### src/rtl/pt_xlate_pkg.sv
package pt_xlate_pkg;

   typedef enum logic [1:0] {
      WALK_IDLE = 2'd0,
      WALK_REQ  = 2'd1,
      WALK_WAIT = 2'd2
   } walk_state_e;

   localparam logic [3:0] OFS_ENABLE = 4'h0;
   localparam logic [3:0] OFS_BASE   = 4'h4;
   localparam logic [3:0] OFS_FADDR  = 4'h8;
   localparam logic [3:0] OFS_STATUS = 4'hC;

   localparam int STATUS_PTE_BIT = 1;
   localparam logic [1:0] ENABLE_ON = 2'b11;

endpackage

### src/rtl/pt_xlate_index.sv
module pt_xlate_index #(
   parameter int ADDR_W        = 32,
   parameter int PAGE_SHIFT    = 12,
   parameter int VA_LIMIT_LOG2 = 31
) (
   input  logic [ADDR_W-1:0] vaddr,
   input  logic [ADDR_W-1:0] base,
   output logic [ADDR_W-1:0] entry_addr,
   output logic              out_of_range
);
   localparam int ENTRY_SHIFT = $clog2(ADDR_W / 8);
   localparam int VPN_W       = ADDR_W - PAGE_SHIFT;

   if (PAGE_SHIFT <= ENTRY_SHIFT || PAGE_SHIFT >= ADDR_W) begin : g_bad_page
      $error("pt_xlate_index: PAGE_SHIFT out of range");
   end
   if (VA_LIMIT_LOG2 <= PAGE_SHIFT || VA_LIMIT_LOG2 > ADDR_W) begin : g_bad_limit
      $error("pt_xlate_index: VA_LIMIT_LOG2 out of range");
   end

   logic [ADDR_W-1:0] base_aligned;
   logic [ADDR_W-1:0] vpn_ext;

   always_comb begin
      base_aligned = base;
      base_aligned[ENTRY_SHIFT-1:0] = '0;
      vpn_ext = {{PAGE_SHIFT{1'b0}}, vaddr[ADDR_W-1:PAGE_SHIFT]};
      entry_addr = base_aligned + (vpn_ext << ENTRY_SHIFT);
   end

   if (VA_LIMIT_LOG2 == ADDR_W) begin : g_full_range
      assign out_of_range = 1'b0;
   end else begin : g_limited_range
      assign out_of_range = |vaddr[ADDR_W-1:VA_LIMIT_LOG2];
   end

   logic unused_vpn_w;
   assign unused_vpn_w = (VPN_W > 0) ? 1'b0 : 1'b1;
endmodule

### src/rtl/pt_xlate_regs.sv
module pt_xlate_regs
   import pt_xlate_pkg::*;
#(
   parameter int ADDR_W = 32,
   parameter int REG_AW = 4
) (
   input  logic              clk,
   input  logic              rst_n,
   input  logic              reg_wr_en,
   input  logic [REG_AW-1:0] reg_addr,
   input  logic [ADDR_W-1:0] reg_wdata,
   output logic [ADDR_W-1:0] reg_rdata,
   input  logic              pte_fault,
   input  logic [ADDR_W-1:0] pte_fault_addr,
   output logic              xlate_en,
   output logic [ADDR_W-1:0] table_base
);
   localparam int ALIGN_BITS = $clog2(ADDR_W / 8);

   if (REG_AW != 4) begin : g_bad_regaw
      $error("pt_xlate_regs: REG_AW must be 4");
   end

   logic [1:0]        enable_q;
   logic [ADDR_W-1:0] base_q;
   logic [ADDR_W-1:0] faddr_q;
   logic              pte_sticky_q;
   logic              wr_enable, wr_base, wr_status;

   assign wr_enable = reg_wr_en && (reg_addr == OFS_ENABLE);
   assign wr_base   = reg_wr_en && (reg_addr == OFS_BASE);
   assign wr_status = reg_wr_en && (reg_addr == OFS_STATUS);

   always_ff @(posedge clk) begin
      if (!rst_n) begin
         enable_q     <= '0;
         base_q       <= '0;
         faddr_q      <= '0;
         pte_sticky_q <= 1'b0;
      end else begin
         if (wr_enable) enable_q <= reg_wdata[1:0];
         if (wr_base) begin
            base_q <= {reg_wdata[ADDR_W-1:ALIGN_BITS], {ALIGN_BITS{1'b0}}};
         end
         if (pte_fault) begin
            faddr_q      <= pte_fault_addr;
            pte_sticky_q <= 1'b1;
         end else if (wr_status && reg_wdata[STATUS_PTE_BIT]) begin
            pte_sticky_q <= 1'b0;
         end
      end
   end

   always_comb begin
      reg_rdata = '0;
      unique case (reg_addr)
         OFS_ENABLE: reg_rdata[1:0] = enable_q;
         OFS_BASE:   reg_rdata = base_q;
         OFS_FADDR:  reg_rdata = faddr_q;
         OFS_STATUS: reg_rdata[STATUS_PTE_BIT] = pte_sticky_q;
         default:    reg_rdata = '0;
      endcase
   end

   assign xlate_en   = (enable_q == ENABLE_ON);
   assign table_base = base_q;

   a_r6_status_set: assert property (@(posedge clk) disable iff (!rst_n)
      pte_fault |=> pte_sticky_q && (faddr_q == $past(pte_fault_addr)));

   a_r9_clear: assert property (@(posedge clk) disable iff (!rst_n)
      (wr_status && reg_wdata[STATUS_PTE_BIT] && !pte_fault) |=> !pte_sticky_q);

   a_r9_hold: assert property (@(posedge clk) disable iff (!rst_n)
      (!pte_fault && !(wr_status && reg_wdata[STATUS_PTE_BIT])) |=> $stable(pte_sticky_q));
endmodule

### src/rtl/pt_xlate_walker.sv
module pt_xlate_walker
   import pt_xlate_pkg::*;
#(
   parameter int ADDR_W     = 32,
   parameter int PAGE_SHIFT = 12
) (
   input  logic              clk,
   input  logic              rst_n,
   input  logic              xlate_en,
   input  logic              req_valid,
   output logic              req_ready,
   input  logic [ADDR_W-1:0] req_vaddr,
   input  logic [ADDR_W-1:0] entry_addr,
   input  logic              out_of_range,
   output logic              rsp_valid,
   output logic [ADDR_W-1:0] rsp_paddr,
   output logic              rsp_fault,
   output logic              mem_req_valid,
   input  logic              mem_req_ready,
   output logic [ADDR_W-1:0] mem_req_addr,
   input  logic              mem_rsp_valid,
   input  logic [ADDR_W-1:0] mem_rsp_data,
   output logic              pte_fault,
   output logic [ADDR_W-1:0] pte_fault_addr
);
   walk_state_e           state_q;
   logic [ADDR_W-1:0]     walk_addr_q;
   logic [PAGE_SHIFT-1:0] offset_q;
   logic                  rsp_valid_q, rsp_fault_q;
   logic [ADDR_W-1:0]     rsp_paddr_q;
   logic                  accept, entry_back;

   assign req_ready  = (state_q == WALK_IDLE);
   assign accept     = req_valid && req_ready;
   assign entry_back = (state_q == WALK_WAIT) && mem_rsp_valid;

   always_ff @(posedge clk) begin
      if (!rst_n) begin
         state_q     <= WALK_IDLE;
         walk_addr_q <= '0;
         offset_q    <= '0;
         rsp_valid_q <= 1'b0;
         rsp_fault_q <= 1'b0;
         rsp_paddr_q <= '0;
      end else begin
         rsp_valid_q <= 1'b0;
         unique case (state_q)
            WALK_IDLE: if (accept) begin
               if (!xlate_en) begin
                  rsp_valid_q <= 1'b1;
                  rsp_fault_q <= 1'b0;
                  rsp_paddr_q <= req_vaddr;
               end else if (out_of_range) begin
                  rsp_valid_q <= 1'b1;
                  rsp_fault_q <= 1'b1;
                  rsp_paddr_q <= '0;
               end else begin
                  walk_addr_q <= entry_addr;
                  offset_q    <= req_vaddr[PAGE_SHIFT-1:0];
                  state_q     <= WALK_REQ;
               end
            end
            WALK_REQ: if (mem_req_ready) state_q <= WALK_WAIT;
            WALK_WAIT: if (mem_rsp_valid) begin
               rsp_valid_q <= 1'b1;
               state_q     <= WALK_IDLE;
               if (mem_rsp_data[0]) begin
                  rsp_fault_q <= 1'b0;
                  rsp_paddr_q <= {mem_rsp_data[ADDR_W-1:PAGE_SHIFT], offset_q};
               end else begin
                  rsp_fault_q <= 1'b1;
                  rsp_paddr_q <= '0;
               end
            end
            default: state_q <= WALK_IDLE;
         endcase
      end
   end

   assign rsp_valid      = rsp_valid_q;
   assign rsp_fault      = rsp_fault_q;
   assign rsp_paddr      = rsp_paddr_q;
   assign mem_req_valid  = (state_q == WALK_REQ);
   assign mem_req_addr   = walk_addr_q;
   assign pte_fault      = entry_back && !mem_rsp_data[0];
   assign pte_fault_addr = walk_addr_q;

   a_r8_mem_hold: assert property (@(posedge clk) disable iff (!rst_n)
      (mem_req_valid && !mem_req_ready) |=> mem_req_valid && $stable(mem_req_addr));

   a_r8_rsp_cause: assert property (@(posedge clk) disable iff (!rst_n)
      rsp_valid |-> ($past(accept) || $past(mem_rsp_valid)));

   a_r7_no_read: assert property (@(posedge clk) disable iff (!rst_n)
      (accept && xlate_en && out_of_range) |=> !mem_req_valid && rsp_valid && rsp_fault);

   a_r6_fault_zero: assert property (@(posedge clk) disable iff (!rst_n)
      (rsp_valid && rsp_fault) |-> (rsp_paddr == '0));
endmodule

### src/rtl/pt_xlate.sv
module pt_xlate #(
   parameter int ADDR_W        = 32,
   parameter int PAGE_SHIFT    = 12,
   parameter int VA_LIMIT_LOG2 = 31,
   parameter int REG_AW        = 4
) (
   input  logic              clk,
   input  logic              rst_n,
   input  logic              req_valid,
   output logic              req_ready,
   input  logic [ADDR_W-1:0] req_vaddr,
   output logic              rsp_valid,
   output logic [ADDR_W-1:0] rsp_paddr,
   output logic              rsp_fault,
   output logic              mem_req_valid,
   input  logic              mem_req_ready,
   output logic [ADDR_W-1:0] mem_req_addr,
   input  logic              mem_rsp_valid,
   input  logic [ADDR_W-1:0] mem_rsp_data,
   input  logic              reg_wr_en,
   input  logic [REG_AW-1:0] reg_addr,
   input  logic [ADDR_W-1:0] reg_wdata,
   output logic [ADDR_W-1:0] reg_rdata
);
   logic              xlate_en;
   logic [ADDR_W-1:0] table_base;
   logic [ADDR_W-1:0] entry_addr;
   logic              out_of_range;
   logic              pte_fault;
   logic [ADDR_W-1:0] pte_fault_addr;

   pt_xlate_regs #(.ADDR_W(ADDR_W), .REG_AW(REG_AW)) u_regs (
      .clk(clk), .rst_n(rst_n),
      .reg_wr_en(reg_wr_en), .reg_addr(reg_addr), .reg_wdata(reg_wdata),
      .reg_rdata(reg_rdata),
      .pte_fault(pte_fault), .pte_fault_addr(pte_fault_addr),
      .xlate_en(xlate_en), .table_base(table_base)
   );

   pt_xlate_index #(.ADDR_W(ADDR_W), .PAGE_SHIFT(PAGE_SHIFT),
                    .VA_LIMIT_LOG2(VA_LIMIT_LOG2)) u_index (
      .vaddr(req_vaddr), .base(table_base),
      .entry_addr(entry_addr), .out_of_range(out_of_range)
   );

   pt_xlate_walker #(.ADDR_W(ADDR_W), .PAGE_SHIFT(PAGE_SHIFT)) u_walker (
      .clk(clk), .rst_n(rst_n), .xlate_en(xlate_en),
      .req_valid(req_valid), .req_ready(req_ready), .req_vaddr(req_vaddr),
      .entry_addr(entry_addr), .out_of_range(out_of_range),
      .rsp_valid(rsp_valid), .rsp_paddr(rsp_paddr), .rsp_fault(rsp_fault),
      .mem_req_valid(mem_req_valid), .mem_req_ready(mem_req_ready),
      .mem_req_addr(mem_req_addr), .mem_rsp_valid(mem_rsp_valid),
      .mem_rsp_data(mem_rsp_data),
      .pte_fault(pte_fault), .pte_fault_addr(pte_fault_addr)
   );

   a_r3_passthrough: assert property (@(posedge clk) disable iff (!rst_n)
      (req_valid && req_ready && !xlate_en) |=>
         rsp_valid && !rsp_fault && (rsp_paddr == $past(req_vaddr)));

   a_r1_idle_no_read: assert property (@(posedge clk) disable iff (!rst_n)
      req_ready |-> !mem_req_valid);
endmodule

### config.mk
export PLATFORM = sky130hd
export DESIGN_NAME = pt_xlate
export DESIGN_NICKNAME = d
export VERILOG_FILES = /design/src/rtl/pt_xlate_pkg.sv /design/src/rtl/pt_xlate_index.sv /design/src/rtl/pt_xlate_regs.sv /design/src/rtl/pt_xlate_walker.sv /design/src/rtl/pt_xlate.sv
export SDC_FILE = /design/constraint.sdc
export NUM_CORES = 1
export LEC_CHECK = 0
export ABC_CLOCK_PERIOD_IN_PS = 2650
export BUFFER_PORTS_ARGS = -buffer_cell sky130_fd_sc_hd__buf_2
export CORE_MARGIN = 2
export CORE_UTILIZATION = 52
export DETAILED_ROUTE_END_ITERATION = 8
export PLACE_DENSITY = 0.81
export SETUP_SLACK_MARGIN = 0.02
export SYNTH_ARGS = -nofsm -noshare
export SYNTH_HDL_FRONTEND = slang
export SYNTH_SLANG_ARGS = --single-unit
### constraint.sdc
create_clock -name clk -period 2.65 [get_ports clk]
set_input_delay 0 -clock clk [delete_from_list [all_inputs] [get_ports clk]]
set_output_delay 0 -clock clk [all_outputs]
set_load 0.05 [all_outputs]
* Word-level counts from Yosys, hierarchy flattened
Cells that the tools add are included.
** Storage, ports and cells
- Register bits after elaboration :: 145
- Input port bits :: 106
- Output and inout bits :: 100
- Logic and storage cells :: 67
** Cells by class
- Add/subtract/negate cells :: 1
- Equality and inequality tests :: 12
- Muxes and demuxes :: 28
- Bitwise gates (word level) :: 1
- Reductions and logical operators :: 15
** Operators with widths (number)
- $mux 32 :: 5
- $pmux 32 s2 :: 1
- $pmux 30 s2 :: 1
- $add 32x22->32 :: 1
- $mux 1 :: 11
- $mux 2 :: 5
- $eq 4x4->1 const B :: 2
- $reduce_and 4->1 :: 2
- $logic_and 1x1->1 :: 7
- $ne 2x2->1 const B :: 3
- $pmux 1 s2 :: 3
- $pmux 2 s3 :: 1
- $reduce_and 5->1 :: 1
- $eq 2x2->1 const B :: 2
- $eq 4x3->1 const B :: 1
- $logic_not 4->1 :: 1
- $ne 2x1->1 const B :: 2
- $reduce_bool 2->1 :: 2
- $ne 3x3->1 const B :: 1
- $pmux 1 s3 :: 1
- $eq 2x1->1 const B :: 1
- $logic_not 2->1 :: 1
- $logic_not 1->1 :: 1
- $not 1->1 :: 1

* Logic depth before layout (Yosys ltp)
- Depth after elaboration :: 5
- Gate-level depth with buffers :: 9
- Mapped depth without buffers :: 9

* Modules after synthesis
Synthesis repeated with hierarchy kept, for this count alone.
** Second synthesis, totals
- Cells, all modules :: 998
- Area total of the unflattened synthesis :: 8301.7 µm²
** By module, submodules not included
- pt_xlate_walker :: instances 1, cells each 472, area an instance 3844.9 µm², seq. area each 1601.5 µm²
- pt_xlate_regs :: instances 1, cells each 300, area an instance 2957.8 µm², seq. area each 1301.2 µm²
- pt_xlate_index :: instances 1, cells each 226, area an instance 1498.9 µm², seq. area each 0.0 µm²

* Worst setup path after synthesis
OpenSTA, ideal clock, no wires.
- Path type :: reg-to-reg
- Start :: reg u_regs.base_q[2], in the netlist u_regs.table_base[2]
- End :: reg u_walker.walk_addr_q[24], in the netlist u_walker.mem_req_addr[24]
- Setup time :: 0.133 ns
- Data arrival time :: 2.184 ns
- Required time :: 2.517 ns
- Path slack :: 0.334 ns
- Stages on the path, launching flop included :: 10
- Buffers on the path :: 0
- Period minus slack after synthesis :: 2.316 ns
- Cells stage by stage :: dfxtp_1 ha_1 fa_1 a21o_1 a221oi_2 o21ai_2 a31oi_4 a21oi_1 xnor2_1 a21oi_1
** Between the ends
- Longest elaborated chain between the ends :: 1
** RTL lines
- start: declaration :: RTL line pt_xlate_regs.sv:25 : logic [ADDR_W-1:0] base_q;
- start signal: assignment :: RTL line pt_xlate_regs.sv:43 : base_q <= {reg_wdata[ADDR_W-1:ALIGN_BITS], {ALIGN_BITS{1'b0}}};
- $add 32x22->32 :: RTL line pt_xlate_index.sv:28 : entry_addr = base_aligned + (vpn_ext << ENTRY_SHIFT);
- end signal: assignment :: RTL line pt_xlate_walker.sv:58 : walk_addr_q <= entry_addr;
- end: declaration :: RTL line pt_xlate_walker.sv:27 : logic [ADDR_W-1:0] walk_addr_q;
No other way between the ends.
A chain may end at the register's enable or synchronous reset.

* Final worst setup path
- Start :: reg u_walker.state_q[1]
- End :: reg u_walker.rsp_paddr_q[19], in the netlist u_walker.rsp_paddr[19]
** Between the ends
- Longest elaborated chain between the ends :: 4
- Elaborated cells between the ends (all ways) :: 9
- Those cells by class :: eq/ne (4); mux (1); reduce/logical (4)
** RTL lines
- start: declaration :: RTL line pt_xlate_walker.sv:26 : walk_state_e state_q;
- start signal: assignment :: RTL line pt_xlate_walker.sv:39 : state_q <= WALK_IDLE;
- start signal: assignment :: RTL line pt_xlate_walker.sv:60 : state_q <= WALK_REQ;
- start signal: assignment :: RTL line pt_xlate_walker.sv:63 : WALK_REQ: if (mem_req_ready) state_q <= WALK_WAIT;
- $logic_not 2->1 :: RTL line pt_xlate_walker.sv:33, pt_xlate_walker.sv:47
- $logic_and 1x1->1 :: RTL line pt_xlate_walker.sv:34 : assign accept = req_valid && req_ready;
- $ne 2x2->1 (no line)
- $reduce_and 4->1 (no line)
- end signal: assignment :: RTL line pt_xlate_walker.sv:52 : rsp_paddr_q <= req_vaddr;
- end signal: assignment :: RTL line pt_xlate_walker.sv:69 : rsp_paddr_q <= {mem_rsp_data[ADDR_W-1:PAGE_SHIFT], offset_q};
- end: declaration :: RTL line pt_xlate_walker.sv:30 : logic [ADDR_W-1:0] rsp_paddr_q;
Several ways; a longest one is shown, not always the timed one.

==> flow_summary.toml <==
[cts]
h-tree-depth = 4
cts-buffers-inserted = 17
max-clock-path-buffers = 2
cts.sinks = 141
root_buffer = "clkbuf_16"
cts_tree = "yes"
insertion_delay_ns = 0.42
clk_pin_slew_ns = 0.06

[pwr]
peakVddDrop_uv = 407
power_density_nw_per_um2 = 592
leakagePower_nw = 3.90

[cells_and_area]
final_common_cell = "nand2_1"
fin_nets = 1225
drive_gt1_frac = 0.233
final_cell_mix = "nand2_1 (201), buf_2 (192), dfxtp_1 (141)"
fin_cells = 1284
areaGrowthSynthToFinish_pct = 37.8
design_area_sq_um = 9320

[status]
status = "finished, final reports clean"

[drt]
drt_iter0_markers = 789
drc_errors = 0
wl_microns = 22200
wl_per_cell_microns = 17.3
ant_nets = 0
firstDrtPassIters = 6
via_count = 7329
vias_per_cell = 5.71

[synthesis]
avgSynthCellArea_sq_um = 7.91
synthDistinctLibCells = 58
yosys-top-cells-area = "dfxtp_1 (42%), nand2_1 (11%), a21oi_1 (8.9%), a211oi_1 (4.3%), a22o_1 (3.9%)"
synth-seq-cells = 141
syn_inst = 854
netlist.area_leader.share = 0.418
synth_area_sq_um = 6760
ys_warn_count = 0
synthArstFlopShare = 0
synth_seq_area_share = 0.418
synth.largest_area_cell = "dfxtp_1"
ys.flop_type = "dfxtp_1"
synth_edf_count = 0

[sta]
setup_viol = 0
tns_ns = 0
fmax_mhz = 396
finalCritPeriodShare = 0.954
rsz0062_at_grt = "false"
hold_violations = 0
maxSlewViolCount = 0
max_slew.worst_pin.slew_ns = 0.898
fin_skew_ns = 0.00747
period_needed_ns = 2.53
maxSlewHeadroom = 0.401

[setup_path]
reg2reg_depth = 6
crit_slowest_cell = "dlygate4sd3_1"
crit_fanout = 33
startpoint_type = "register"
arrival_ns = 2.83
worstPathRequired_ns = 2.96
cp-end-kind = "register"
critical_path_class = "register to register"
max_stage_delay_ns = 0.62
path_cells = "nor2b_1, and2_1, buf_4, a22oi_1, dlygate4sd3_1, a211oi_1"

[placement]
gp_congestion = 0.905
dpl-instance-area_sq_um = 7830
hpwlAfterDp_microns = 13900
io_buffers = 192
dpl.cell_count = 1171

[grt]
grt_max_degree = 86
antenna_found_initial = 1
grt_usage = 0.316
grt_pass1_vias = 6915
overflow = 0
grt_pass1_wl_microns = 35500

[worst_hold_path]
holdPathStages = 3
hold_class = "input port to register"

[die]
dieArea_sq_um = 13900
dieWidth_microns = 118
ios = 206
die_h_microns = 118
rows = 41
core_area_sq_um = 12700
initial_utilization = 0.533

[flow_run]
cap_violations = 0
-- Yosys cell counts, drive strengths merged, types with 2 or more instances --
master   number
a21oi       120
nor4          3
a22oi        32
and2          6
ha           20
nand2       202
nand4         8
xnor2        15
o211ai        9
xor2          8
nand3        17
nand2b        3
or3           3
o22ai         2
mux2i         2
and3          4
a211oi       40
nor2b         2
a21o          7
nor2         53
inv           4
nor3          6
o21bai        2
o2111ai       2
clkbuf       54
dfxtp       141
buf          11
o21ai        26
a221oi        2
a22o         30
a31oi         5
-- registers in the layout (all words and copies together) (netlist names) --
register               cells
u_regs.enable_q            2
u_regs.faddr_q            30
u_regs.pte_sticky_q        1
u_regs.table_base         30
u_walker.mem_req_addr     30
u_walker.offset_q         12
u_walker.rsp_fault         1
u_walker.rsp_paddr        32
u_walker.rsp_valid         1
u_walker.state_q           2
-- logic make-up after synthesis --
logic type	synth area share
AND/OR/NAND/NOR	0.198
AO/OA/AOI/OAI	0.270
flip-flops	0.418
buffers and inverters	0.0411
XOR/XNOR	0.0298
adder cells (fa/ha/maj)	0.0400
multiplexers	0.00296
other	0.000555
-- layout make-up --
class	count	area (sq um)
Timing Repair Buffer	289	1890
Antenna cell	1	2.50
Sequential cell	141	2820
Fill cell	973	3350
Inverter	4	17.5
Clock buffer	21	470
Clock inverter	11	211
Tap cell	172	215
Multi-Input combinational cell	645	3690
-- worst max-delay path: cells and delay by family (launching register included) --
kind            cells  cell delay (ns)
flops               1             0.41
buf+inv             2             0.97
compound gates      2             0.44
simple gates        2             0.59
-- final timing paths --
path	startpoint	end	slack (ns)
max	u_walker.state_q[1]	u_walker.rsp_paddr[19]	0.12
min	rst_n	u_walker.mem_req_addr[27]	0.02
max reg2reg	u_walker.state_q[1]	u_walker.rsp_paddr[19]	0.12
min reg2reg	u_walker.offset_q[4]	u_walker.offset_q[4]	0.45
-- metrics by stage --
| stage | hold WS, ns | utilization | power, W | setup WS (ns) |
|---|---|---|---|---|
| floorplan | 0.136 | - | 0.00256 | 0.334 |
| global placement | 0.244 | 0.618 | 0.00273 | 0.270 |
| detailed placement | 0.247 | 0.618 | 0.00273 | 0.183 |
| CTS | 0.00454 | 0.734 | 0.00552 | 0.118 |
| global route | 0.0200 | 0.735 | 0.00570 | 0.0442 |
| finish | 0.0193 | 0.735 | 0.00552 | 0.122 |
-- per-layer routing --
metal,track usage,part of all wire,routed length (microns),up-vias
met1,0.392,0.42,9330,3435
li1,-,-,-,3519
met4,0.121,0.023,510,0
met2,0.527,0.48,10700,332
met5,0,0,0,-
met3,0.0790,0.075,1670,43
-- where the power goes --
group | leakage [nW] | total (W) | switching [W] | internal (W)
logic | 2.43 | 0.000607 | 0.000373 | 0.000235
clock network | 0.333 | 0.00273 | 0.000889 | 0.00184
registers | 1.14 | 0.00219 | 0.0000247 | 0.00216
-- timing repair --
item | 4_1_cts | 5_1_grt
gates resized for setup | 0 | 2
setup endpoints to repair | 0 | 5
hold endpoints to repair | 80 | 0
hold buffers | 79 | 0
setup buffers | 0 | 1
Power figures use the tool's default switching activity.
